$ cat config.mk
export PLATFORM = sky130hd
export DESIGN_NAME = pp_seq
export DESIGN_NICKNAME = d
export VERILOG_FILES = /design/src/rtl/pp_pkg.sv /design/src/rtl/pp_addr_join.sv /design/src/rtl/pp_rdy_timer.sv /design/src/rtl/pp_pin_map.sv /design/src/rtl/pp_seq.sv
export SDC_FILE = /design/constraint.sdc
export NUM_CORES = 1
export LEC_CHECK = 0
export BUFFER_PORTS_ARGS = -buffer_cell sky130_fd_sc_hd__buf_2
export CAP_MARGIN = 30
export CELL_PAD_IN_SITES_DETAIL_PLACEMENT = 1
export CELL_PAD_IN_SITES_GLOBAL_PLACEMENT = 1
export CORE_ASPECT_RATIO = 1.5
export CORE_MARGIN = 1
export CORE_UTILIZATION = 43
export DETAILED_ROUTE_END_ITERATION = 10
export GPL_ROUTABILITY_DRIVEN = 0
export GPL_TIMING_DRIVEN = 0
export PLACE_DENSITY = 0.89
export SLEW_MARGIN = 10
export SYNTH_ARGS = -nofsm -noshare
export SYNTH_HDL_FRONTEND = slang
export SYNTH_SLANG_ARGS = --single-unit
$ cat constraint.sdc
create_clock -name clk -period 2.28 [get_ports clk]
set_input_delay 0.114 -clock clk [delete_from_list [all_inputs] [get_ports clk]]
set_output_delay 0.114 -clock clk [all_outputs]
set_load 0.03 [all_outputs]
$ cat src/rtl/pp_pkg.sv
`timescale 1ns/1ps
package pp_pkg;

    typedef enum logic [3:0] {
        ST_IDLE, ST_CMD, ST_GETW, ST_ALO, ST_DLO,
        ST_DHI, ST_LATCH, ST_AHI, ST_WR, ST_WAIT
    } st_e;

    typedef enum logic [1:0] {PH_SET, PH_PULSE, PH_HOLD} ph_e;

    localparam logic [1:0] MODE_ADDR = 2'b00;
    localparam logic [1:0] MODE_DATA = 2'b01;
    localparam logic [1:0] MODE_CMD  = 2'b10;
    localparam logic [7:0] OPC_ERASE = 8'h80;
    localparam logic [7:0] OPC_PAGE  = 8'h10;

    typedef struct packed {
        logic [1:0] mode;
        logic       bsel;
        logic [7:0] bus;
        logic       load;
        logic       latch;
        logic       wr_n;
    } pins_t;

    localparam pins_t PINS_IDLE = '{mode: 2'b00, bsel: 1'b0, bus: 8'h00,
                                    load: 1'b0, latch: 1'b0, wr_n: 1'b1};

endpackage

$ cat src/rtl/pp_addr_join.sv
`timescale 1ns/1ps
module pp_addr_join #(
    parameter int PAGE_W = 12,
    parameter int IDX_W  = 4
) (
    input  logic [PAGE_W-1:0] page,
    input  logic [IDX_W-1:0]  idx,
    output logic [7:0]        lo,
    output logic [7:0]        hi
);
    localparam int JW = PAGE_W + IDX_W;

    logic [JW-1:0] joined;
    logic [15:0]   full;

    assign joined = {page, idx};

    generate
        if (JW >= 16) begin : g_trim
            assign full = joined[15:0];
        end else begin : g_pad
            assign full = {{(16-JW){1'b0}}, joined};
        end
    endgenerate

    assign lo = full[7:0];
    assign hi = full[15:8];
endmodule

$ cat src/rtl/pp_rdy_timer.sv
`timescale 1ns/1ps
module pp_rdy_timer #(
    parameter int LIMIT = 4096
) (
    input  logic clk,
    input  logic rst_n,
    input  logic run,
    output logic hit
);
    localparam int CW = $clog2(LIMIT + 1);

    logic [CW-1:0] cnt_d, cnt_q;

    always_comb begin
        if (!run) begin
            cnt_d = '0;
        end else if (cnt_q == CW'(LIMIT)) begin
            cnt_d = cnt_q;
        end else begin
            cnt_d = cnt_q + 1'b1;
        end
    end

    always_ff @(posedge clk) begin
        if (!rst_n) cnt_q <= '0;
        else        cnt_q <= cnt_d;
    end

    assign hit = run && (cnt_q == CW'(LIMIT - 1));
endmodule

$ cat src/rtl/pp_pin_map.sv
`timescale 1ns/1ps
module pp_pin_map
    import pp_pkg::*;
(
    input  st_e         st,
    input  ph_e         ph,
    input  logic        erase,
    input  logic [15:0] word,
    input  logic [7:0]  a_lo,
    input  logic [7:0]  a_hi,
    output pins_t       pins
);
    logic on;

    always_comb begin
        on   = (ph == PH_PULSE);
        pins = PINS_IDLE;
        unique case (st)
            ST_CMD: begin
                pins.mode = MODE_CMD;
                pins.bsel = 1'b0;
                pins.bus  = erase ? OPC_ERASE : OPC_PAGE;
                pins.load = on;
            end
            ST_ALO: begin
                pins.mode = MODE_ADDR;
                pins.bsel = 1'b0;
                pins.bus  = a_lo;
                pins.load = on;
            end
            ST_DLO: begin
                pins.mode = MODE_DATA;
                pins.bsel = 1'b0;
                pins.bus  = word[7:0];
                pins.load = on;
            end
            ST_DHI: begin
                pins.mode = MODE_DATA;
                pins.bsel = 1'b1;
                pins.bus  = word[15:8];
                pins.load = on;
            end
            ST_LATCH: begin
                pins.mode  = MODE_DATA;
                pins.bsel  = 1'b1;
                pins.bus   = word[15:8];
                pins.latch = on;
            end
            ST_AHI: begin
                pins.mode = MODE_ADDR;
                pins.bsel = 1'b1;
                pins.bus  = a_hi;
                pins.load = on;
            end
            ST_WR: begin
                if (erase) begin
                    pins.mode = MODE_CMD;
                    pins.bsel = 1'b0;
                    pins.bus  = OPC_ERASE;
                end else begin
                    pins.mode = MODE_ADDR;
                    pins.bsel = 1'b1;
                    pins.bus  = a_hi;
                end
                pins.wr_n = ~on;
            end
            default: pins = PINS_IDLE;
        endcase
    end
endmodule

$ cat src/rtl/pp_seq.sv
`timescale 1ns/1ps
module pp_seq
    import pp_pkg::*;
#(
    parameter int WPP       = 16,
    parameter int PAGE_W    = 12,
    parameter int PULSE_CYC = 2,
    parameter int TMO_CYC   = 4096
) (
    input  logic              clk,
    input  logic              rst_n,
    input  logic              erase_req,
    input  logic              write_req,
    input  logic [PAGE_W-1:0] page_num,
    input  logic [15:0]       word_data,
    input  logic              word_last,
    input  logic              word_valid,
    output logic              word_ready,
    output logic [1:0]        pin_mode,
    output logic              pin_bsel,
    output logic [7:0]        pin_bus,
    output logic              pin_load,
    output logic              pin_latch,
    output logic              pin_wr_n,
    input  logic              pin_rdy,
    output logic              busy,
    output logic              done,
    output logic              tmo_err
);
    localparam int IDX_W  = $clog2(WPP);
    localparam int PCNT_W = $clog2(PULSE_CYC + 1);

    typedef struct packed {
        st_e               st;
        ph_e               ph;
        logic [PCNT_W-1:0] cnt;
        logic [IDX_W-1:0]  idx;
        logic [PAGE_W-1:0] page;
        logic [15:0]       word;
        logic              last;
        logic              erase;
        logic              busy;
        logic              done;
        logic              err;
    } ctx_t;

    ctx_t  ctx_d, ctx_q;
    pins_t pins_d, pins_q;
    logic [7:0] a_lo, a_hi;
    logic wait_run, tmo_hit, step_end, in_step;

    pp_addr_join #(.PAGE_W(PAGE_W), .IDX_W(IDX_W)) u_addr (
        .page(ctx_q.page), .idx(ctx_q.idx), .lo(a_lo), .hi(a_hi)
    );

    assign wait_run = (ctx_q.st == ST_WAIT) && !pin_rdy;

    pp_rdy_timer #(.LIMIT(TMO_CYC)) u_tmr (
        .clk(clk), .rst_n(rst_n), .run(wait_run), .hit(tmo_hit)
    );

    pp_pin_map u_map (
        .st(ctx_d.st), .ph(ctx_d.ph), .erase(ctx_d.erase), .word(ctx_d.word),
        .a_lo(a_lo), .a_hi(a_hi), .pins(pins_d)
    );

    always_comb begin
        ctx_d      = ctx_q;
        ctx_d.done = 1'b0;
        step_end   = 1'b0;
        in_step    = ctx_q.st inside {ST_CMD, ST_ALO, ST_DLO, ST_DHI,
                                      ST_LATCH, ST_AHI, ST_WR};
        // shared three-phase timing of every strobe step
        if (in_step) begin
            unique case (ctx_q.ph)
                PH_SET: begin
                    ctx_d.ph  = PH_PULSE;
                    ctx_d.cnt = '0;
                end
                PH_PULSE: begin
                    if (ctx_q.cnt == PCNT_W'(PULSE_CYC - 1)) ctx_d.ph = PH_HOLD;
                    else ctx_d.cnt = ctx_q.cnt + 1'b1;
                end
                default: begin
                    step_end = 1'b1;
                    ctx_d.ph = PH_SET;
                end
            endcase
        end

        unique case (ctx_q.st)
            ST_IDLE: begin
                if (pin_rdy && (erase_req || write_req)) begin
                    ctx_d.st    = ST_CMD;
                    ctx_d.ph    = PH_SET;
                    ctx_d.erase = erase_req;
                    ctx_d.page  = page_num;
                    ctx_d.idx   = '0;
                    ctx_d.busy  = 1'b1;
                    ctx_d.err   = 1'b0;
                end
            end
            ST_CMD:   if (step_end) ctx_d.st = ctx_q.erase ? ST_WR : ST_GETW;
            ST_GETW: begin
                if (word_valid) begin
                    ctx_d.word = word_data;
                    ctx_d.last = word_last;
                    ctx_d.st   = ST_ALO;
                    ctx_d.ph   = PH_SET;
                end
            end
            ST_ALO:   if (step_end) ctx_d.st = ST_DLO;
            ST_DLO:   if (step_end) ctx_d.st = ST_DHI;
            ST_DHI:   if (step_end) ctx_d.st = ST_LATCH;
            ST_LATCH: begin
                if (step_end) begin
                    if (ctx_q.last || (ctx_q.idx == IDX_W'(WPP - 1))) begin
                        ctx_d.st = ST_AHI;
                    end else begin
                        ctx_d.st  = ST_GETW;
                        ctx_d.idx = ctx_q.idx + 1'b1;
                    end
                end
            end
            ST_AHI:   if (step_end) ctx_d.st = ST_WR;
            ST_WR:    if (step_end) ctx_d.st = ST_WAIT;
            ST_WAIT: begin
                if (pin_rdy) begin
                    ctx_d.st   = ST_IDLE;
                    ctx_d.busy = 1'b0;
                    ctx_d.done = 1'b1;
                end else if (tmo_hit) begin
                    ctx_d.st   = ST_IDLE;
                    ctx_d.busy = 1'b0;
                    ctx_d.err  = 1'b1;
                end
            end
            default: ctx_d.st = ST_IDLE;
        endcase
    end

    always_ff @(posedge clk) begin
        if (!rst_n) begin
            ctx_q  <= '0;
            pins_q <= PINS_IDLE;
        end else begin
            ctx_q  <= ctx_d;
            pins_q <= pins_d;
        end
    end

    assign word_ready = (ctx_q.st == ST_GETW);
    assign pin_mode   = pins_q.mode;
    assign pin_bsel   = pins_q.bsel;
    assign pin_bus    = pins_q.bus;
    assign pin_load   = pins_q.load;
    assign pin_latch  = pins_q.latch;
    assign pin_wr_n   = pins_q.wr_n;
    assign busy       = ctx_q.busy;
    assign done       = ctx_q.done;
    assign tmo_err    = ctx_q.err;
endmodule

==> results.cfg, run 1 <==
[clock_tree]
cts_sinks = 72
cts_buffer_depth = 2
clock-root-buffer = clkbuf_16
ctsHtreeMaxLevel = 3
clk_pin_slew_worst_paths_ns = 0.06
ctsHoldBuffers = 0
clk_latency_ns = 0.35
cts_inserted_buffers = 9
tritoncts = done

[timing]
maxSlewHeadroom_pct = 58.0
finalSetupViolCount = 10
drv_slew = 0
finalCriticalPeriod_ns = 2.59
hold_viol_final = 0
skew_ns = 0.00916
tightest_slew_ns = 0.630
timing.final.ws_setup_ns = -0.313
rsz0062_at_grt = yes
fmax_mhz = 386
finalCritPeriodShare_pct = 114

[global_route]
grt_overflow = 0
track_usage_pct = 30.3
antenna_found_initial = 0
grt_pass1_vias = 3667
grt_pass1_wl_microns = 18700
grt_start_max_net_pins = 14

[layout]
nets = 517
drive_gt1_share_pct = 34.0
final_cells = 585
area_delta_synth_final_pct = 33.6
fin_util_pct = 59.9
diodes = 0
postLayoutCellArea_sq_um = 4620

[floorplanning]
num_rows = 39
die_area_sq_um = 8420
die_x_microns = 75.2
start_util_pct = 44.9
die_height_microns = 112
io_pins = 53
placeableCoreArea_sq_um = 7710

[run_status]
violations = setup timing
status = complete, but fails checks

[drt]
wl_microns = 13600
vias_per_cell = 6.10
drc = 0
avgRoutedWirePerCell_microns = 23.2
first_pass_iters = 5
routed-via-count = 3568
ant_nets = 0
drtIter0Drc = 226

[setup_path]
reg2reg_slack_ns = -0.31
crit_family = simple AND/OR/NAND/NOR gates
crit_fanout = 10
critPathCaptureType = register
crit-reg2reg-launch = ctx_q[42]$_SDFF_PN0_
slowest_delay_ns = 0.48
path_class = register to register
crit_arrival_ns = 2.84
crit_chain = and4bb_1, nor2b_1, nand2b_2, clkbuf_4, a211oi_4, buf_6, o21ai_0, a31oi_1
cp_num_buf_inv = 2
reg2reg_depth = 8
slowest_stage = nor2b_1
critPathLaunchType = register
r2r_end = pin_bus[6]$_SDFF_PN0_
crit_required_ns = 2.53

[synthesis]
seq_area_frac_synth_pct = 41.7
synth_edf_count = 0
synthTopCellsByArea = dfxtp_1, nand2_1, nor2_1
yosysMostFrequentCell = dfxtp_1
synth_cells = 393
syn_area_per_cell_sq_um = 8.80
synth_flop_cell = dfxtp_1
yosysTopAreaCell = dfxtp_1
yosys_warnings = 0
synth_top_area_share_pct = 41.7
ys_async_sr_fraction_pct = 0
synth_area_sq_um = 3460
synth.top_cells.by_count = dfxtp_1, nand2_1, nor2_1, a21oi_1, nand3_1
ys_ff_latch = 72
synth_nets = 432
ys_types = 60

[power]
sw_frac_of_total_pct = 26.3
ir_drop_uv = 435
seqPwrFrac_pct = 44.7
p_switching_mw = 0.765
total_power_mw = 2.90
power.density_nw_per_um2 = 628
p_comb_share_pct = 10.2
power.leakage_nw = 1.70
internal-power_mw = 2.14
pwr-share-clk_pct = 45.1

[placed_design]
dp_hpwl_microns = 7470
placed_area_sq_um = 3850
io_buffers = 52
pre_cts_ws_ns = -0.423
placed_cells = 547

[min_path]
hold_start = page_num[0]
hold_path_depth = 3
min_path_type = primary input to register
hold_path_end = ctx_q[21]$_SDFFE_PN0P_

[flow_run]
cap_violations = 0
-- through the flow --
| step | TNS [ns] | hold WS, ns |
|---|---|---|
| 6_report | -1.29 | 0.0160 |
| 5_1_grt | -1.64 | 0.0316 |
| 4_1_cts | -0.218 | 0.0175 |
| 3_5_place_dp | -4.29 | 0.378 |
| 3_3_place_gp | -2.67 | 0.370 |
| 2_1_floorplan | 0 | 0.251 |
-- cell usage in the layout, fill, tap and decap left out, drive strengths merged, types with 3 or more instances in the layout --
| cell type | count |
|---|---|
| a211oi | 7 |
| a21boi | 16 |
| a21oi | 20 |
| a31oi | 9 |
| and2 | 13 |
| and3 | 4 |
| buf | 82 |
| clkbuf | 20 |
| clkinv | 3 |
| clkinvlp | 5 |
| dfxtp | 72 |
| ha | 4 |
| inv | 8 |
| mux2 | 9 |
| mux2i | 10 |
| nand2 | 41 |
| nand2b | 4 |
| nand3 | 18 |
| nand4 | 5 |
| nor2 | 35 |
| nor2b | 16 |
| nor3 | 13 |
| nor4 | 4 |
| nor4b | 4 |
| o21ai | 16 |
| or3b | 3 |
| xnor2 | 7 |
| xor2 | 6 |
-- state kept, by name (all words and copies together), names as in the netlist --
| signal | count |
|---|---|
| ctx_q | 42 |
| u_tmr.cnt_q | 13 |
| pin_bus | 8 |
| pin_mode | 2 |
| busy | 1 |
| done | 1 |
| pin_bsel | 1 |
| pin_latch | 1 |
| pin_load | 1 |
| pin_wr_n | 1 |
| tmo_err | 1 |
-- per-layer routing --
layer	share of wire, %	up-vias	track usage, %
met5	0	-	0
met4	6.6	0	21.5
met3	5.0	63	5.97
met2	51	172	51.2
met1	38	1773	32.4
li1	-	1560	-
-- worst max-delay path by stage --
stage,startpoint,to,cells after the start
5_1_grt,ctx_q[42]$_SDFF_PN0_,pin_bus[6]$_SDFF_PN0_,8
3_5_place_dp,u_tmr.cnt_q[0]$_SDFFE_PN0P_,pin_bus[4]$_SDFF_PN0_,8
2_1_floorplan,u_tmr.cnt_q[0]$_SDFFE_PN0P_,pin_bus[4]$_SDFF_PN0_,8
6_report,ctx_q[42]$_SDFF_PN0_,pin_bus[6]$_SDFF_PN0_,8
3_3_place_gp,u_tmr.cnt_q[0]$_SDFFE_PN0P_,pin_bus[4]$_SDFF_PN0_,8
4_1_cts,ctx_q[41]$_SDFF_PN0_,pin_bus[4]$_SDFF_PN0_,6
-- worst reg2reg max path: stages, from the launching register on --
cell	delay (ns)
dfxtp_2	0.37
and4bb_1	0.35
nor2b_1	0.48
nand2b_2	0.21
clkbuf_4	0.25
a211oi_4	0.30
buf_6	0.16
o21ai_0	0.12
a31oi_1	0.25
-- power by group through the flow --
stage / combinational (mW) / clock [mW] / sequential [mW]
after floorplan: 0.117 / 0 / 1.33
after global placement: 0.195 / 0 / 1.32
after detailed placement: 0.203 / 0 / 1.32
after CTS: 0.245 / 1.30 / 1.30
after global routing: 0.311 / 1.36 / 1.30
final: 0.296 / 1.31 / 1.30
-- what timing repair did --
| item | in CTS | in global routing |
|---|---|---|
| pin swaps | 11 | 16 |
| buffers inserted | 12 | 10 |
| setup endpoints to repair | 20 | 13 |
| hold endpoints to repair | 0 | 0 |
| resized for setup | 41 | 51 |
-- cell families (layout without fill, tap and decap cells) --
| family | count (synthesis) | count (layout) | share of synthesized area (%) |
|---|---|---|---|
| AND/OR/NAND/NOR | 177 | 177 | 28.4 |
| AO/OA/AOI/OAI | 80 | 80 | 16.0 |
| flip-flops | 72 | 72 | 41.7 |
| buffers and inverters | 28 | 118 | 3.29 |
| multiplexers | 19 | 19 | 5.93 |
| XOR/XNOR | 13 | 13 | 3.29 |
| adder cells (fa/ha/maj) | 4 | 4 | 1.45 |
-- layout make-up --
cell class	instances	area, sq um
fill	917	3090
multi-input combinational	293	2160
sequential	72	1460
timing repair buffer	74	453
clock buffer	9	225
tap	102	128
buffer	19	116
clock inverter	7	48.8
inverter	9	37.5
Note: power is estimated with default switching activity, not from simulation.
==> run 2: changes to the inputs <==
==> constraint.sdc (replaced) <==
create_clock -name clk -period 2.6 [get_ports clk]
set_input_delay 0.52 -clock clk [delete_from_list [all_inputs] [get_ports clk]]
set_output_delay 0.52 -clock clk [all_outputs]
set_load 0.03 [all_outputs]
==> results.cfg, run 2 (same netlist as run 1, synthesis figures left out) <==
[run_status]
status = finished, final reports clean

[layout]
area_delta_synth_final_pct = 21.9
diodes = 0
fin_util_pct = 54.7
multiInputGateArea_sq_um = 1940
mostFrequentLayoutCell = dfxtp_1
nets = 500
fillers = 964
regMostFlops = ctx_q
largest_register_ffs = 42
drive_gt1_share_pct = 24.5
ff_latch_area_sq_um = 1440
layout_common_cells = dfxtp_1, buf_2, nand2_1

[global_route]
met3_usage_pct = 3.80
antenna_found_initial = 0
grt_pass1_wl_microns = 16500
met2_usage_pct = 45.7
grt_start_max_net_pins = 14
busiest_layer = met2
use_met1_pct = 29.8
track_usage_pct = 26.6
grt_pass1_vias = 3346
grt_overflow = 0

[power]
power.leakage_nw = 1.54
pwr-share-clk_pct = 46.0
p_switching_mw = 0.623
internal-power_mw = 1.84
seqPwrFrac_pct = 46.2
sw_frac_of_total_pct = 25.3
total_power_mw = 2.46
power.density_nw_per_um2 = 584
ir_drop_uv = 385
p_comb_share_pct = 7.8

[clock_tree]
tritoncts = done
clock-root-buffer = clkbuf_16
ctsHtreeMaxLevel = 3
cts_sinks = 72
cts_inserted_buffers = 9
clk_pin_slew_worst_paths_ns = 0.06
clk_latency_ns = 0.35
ctsHoldBuffers = 0
cts_buffer_depth = 2

[setup_path]
crit_arrival_ns = 2.81
reg2reg_slack_ns = 0.05
critPathCaptureType = register
critPathLaunchType = register
reg2reg_depth = 8
path_class = register to register
slowest_stage = or3b_1
r2r_end = pin_bus[7]$_SDFF_PN0_
crit-reg2reg-launch = ctx_q[33]$_SDFFE_PN0P_
slowest_delay_ns = 0.40
crit_chain = ha_1, a31oi_1, a211oi_2, nor4_2, buf_2, a21oi_1, or3b_1, a41oi_2
crit_fanout = 10
crit_required_ns = 2.85

[timing]
finalCritPeriodShare_pct = 98.1
tightest_slew_ns = 0.728
finalSetupViolCount = 0
skew_ns = 0.00846
fmax_mhz = 392
drv_slew = 0
holdWs_ns = 0.422
hold_viol_final = 0
maxSlewHeadroom_pct = 50.9
finalCriticalPeriod_ns = 2.55

[drt]
routed-via-count = 3223
avgRoutedWirePerCell_microns = 18.5
drtIter0Drc = 206
drc = 0
ant_nets = 0
vias_per_cell = 5.67
wl_microns = 10500
first_pass_iters = 4

[floorplanning]
start_util_pct = 44.9
die_area_sq_um = 8420
die_height_microns = 112
placeableCoreArea_sq_um = 7710
io_pins = 53
die_x_microns = 75.2
num_rows = 39

[placed_design]
dp_hpwl_microns = 7470
io_buffers = 52

[min_path]
min_path_type = primary input to register
hold_path_end = ctx_q[4]$_SDFFE_PN0P_
hold_path_depth = 3
hold_start = word_last

[flow_run]
cap_violations = 0
run 2: critical path: cells and delay by family, from the launching register on:
| kind | cells | cell delay [ns] |
|---|---|---|
| and+or+nand+nor | 2 | 0.79 |
| AOI/OAI and AO/OA | 4 | 0.79 |
| DFF | 1 | 0.34 |
| buffers and inverters | 1 | 0.31 |
| adders and majority gates | 1 | 0.24 |
run 2: metal layers:
layer | share of wire, % | vias up
li1 | - | 1527
met1 | 40 | 1601
met2 | 54 | 64
met3 | 2.2 | 31
met4 | 3.8 | 0
met5 | 0 | -
run 2: layout make-up:
class | instances | area share [%]
multi-input combinational | 293 | 46.1
sequential | 72 | 34.2
timing repair buffer | 57 | 7.36
clock buffer | 9 | 5.34
tap | 102 | 3.03
buffer | 19 | 2.05
clock inverter | 7 | 1.16
inverter | 9 | 0.801
run 2: power groups by stage:
stage                     clock network (mW)  logic [mW]  registers (mW)
after CTS                               1.14       0.180            1.14
after global routing                    1.18       0.208            1.14
after floorplan                            0       0.103            1.17
final                                   1.13       0.192            1.14
after global placement                     0       0.171            1.16
after detailed placement                   0       0.178            1.16
run 2: how the worst max path moves through the flow:
stage                                 startpoint               endpoint  slack, ns  cells after the start
after floorplan                       word_valid  pin_bus[7]$_SDFF_PN0_       0.40                      6
after global placement                 erase_req  pin_bus[5]$_SDFF_PN0_      -0.07                      8
after detailed placement               erase_req  pin_bus[4]$_SDFF_PN0_      -0.16                      8
after CTS                   ctx_q[43]$_SDFF_PN0_  pin_bus[5]$_SDFF_PN0_       0.06                      7
after global routing        ctx_q[44]$_SDFF_PN0_  pin_bus[4]$_SDFF_PN0_      -0.01                      6
final                     ctx_q[33]$_SDFFE_PN0P_  pin_bus[7]$_SDFF_PN0_       0.05                      8
run 2: per-stage QoR:
step                setup TNS [ns]  setup slack (ns)  instance area, sq um  cells
global route               -0.0382           -0.0147                  4220    568
floorplan                        0             0.396                  3460    393
global placement            -0.346           -0.0698                  3850    547
CTS                              0            0.0562                  4140    563
finish                           0            0.0482                  4220    568
detailed placement          -0.960            -0.162                  3850    547
run 2: repair_timing:
action / CTS / global route
gates cloned: 0 / 0
pin swaps: 0 / 3
endpoints found under the setup margin: 8 / 12
endpoints found under the hold margin: 0 / 0
resized for setup: 4 / 12
setup buffers: 0 / 5
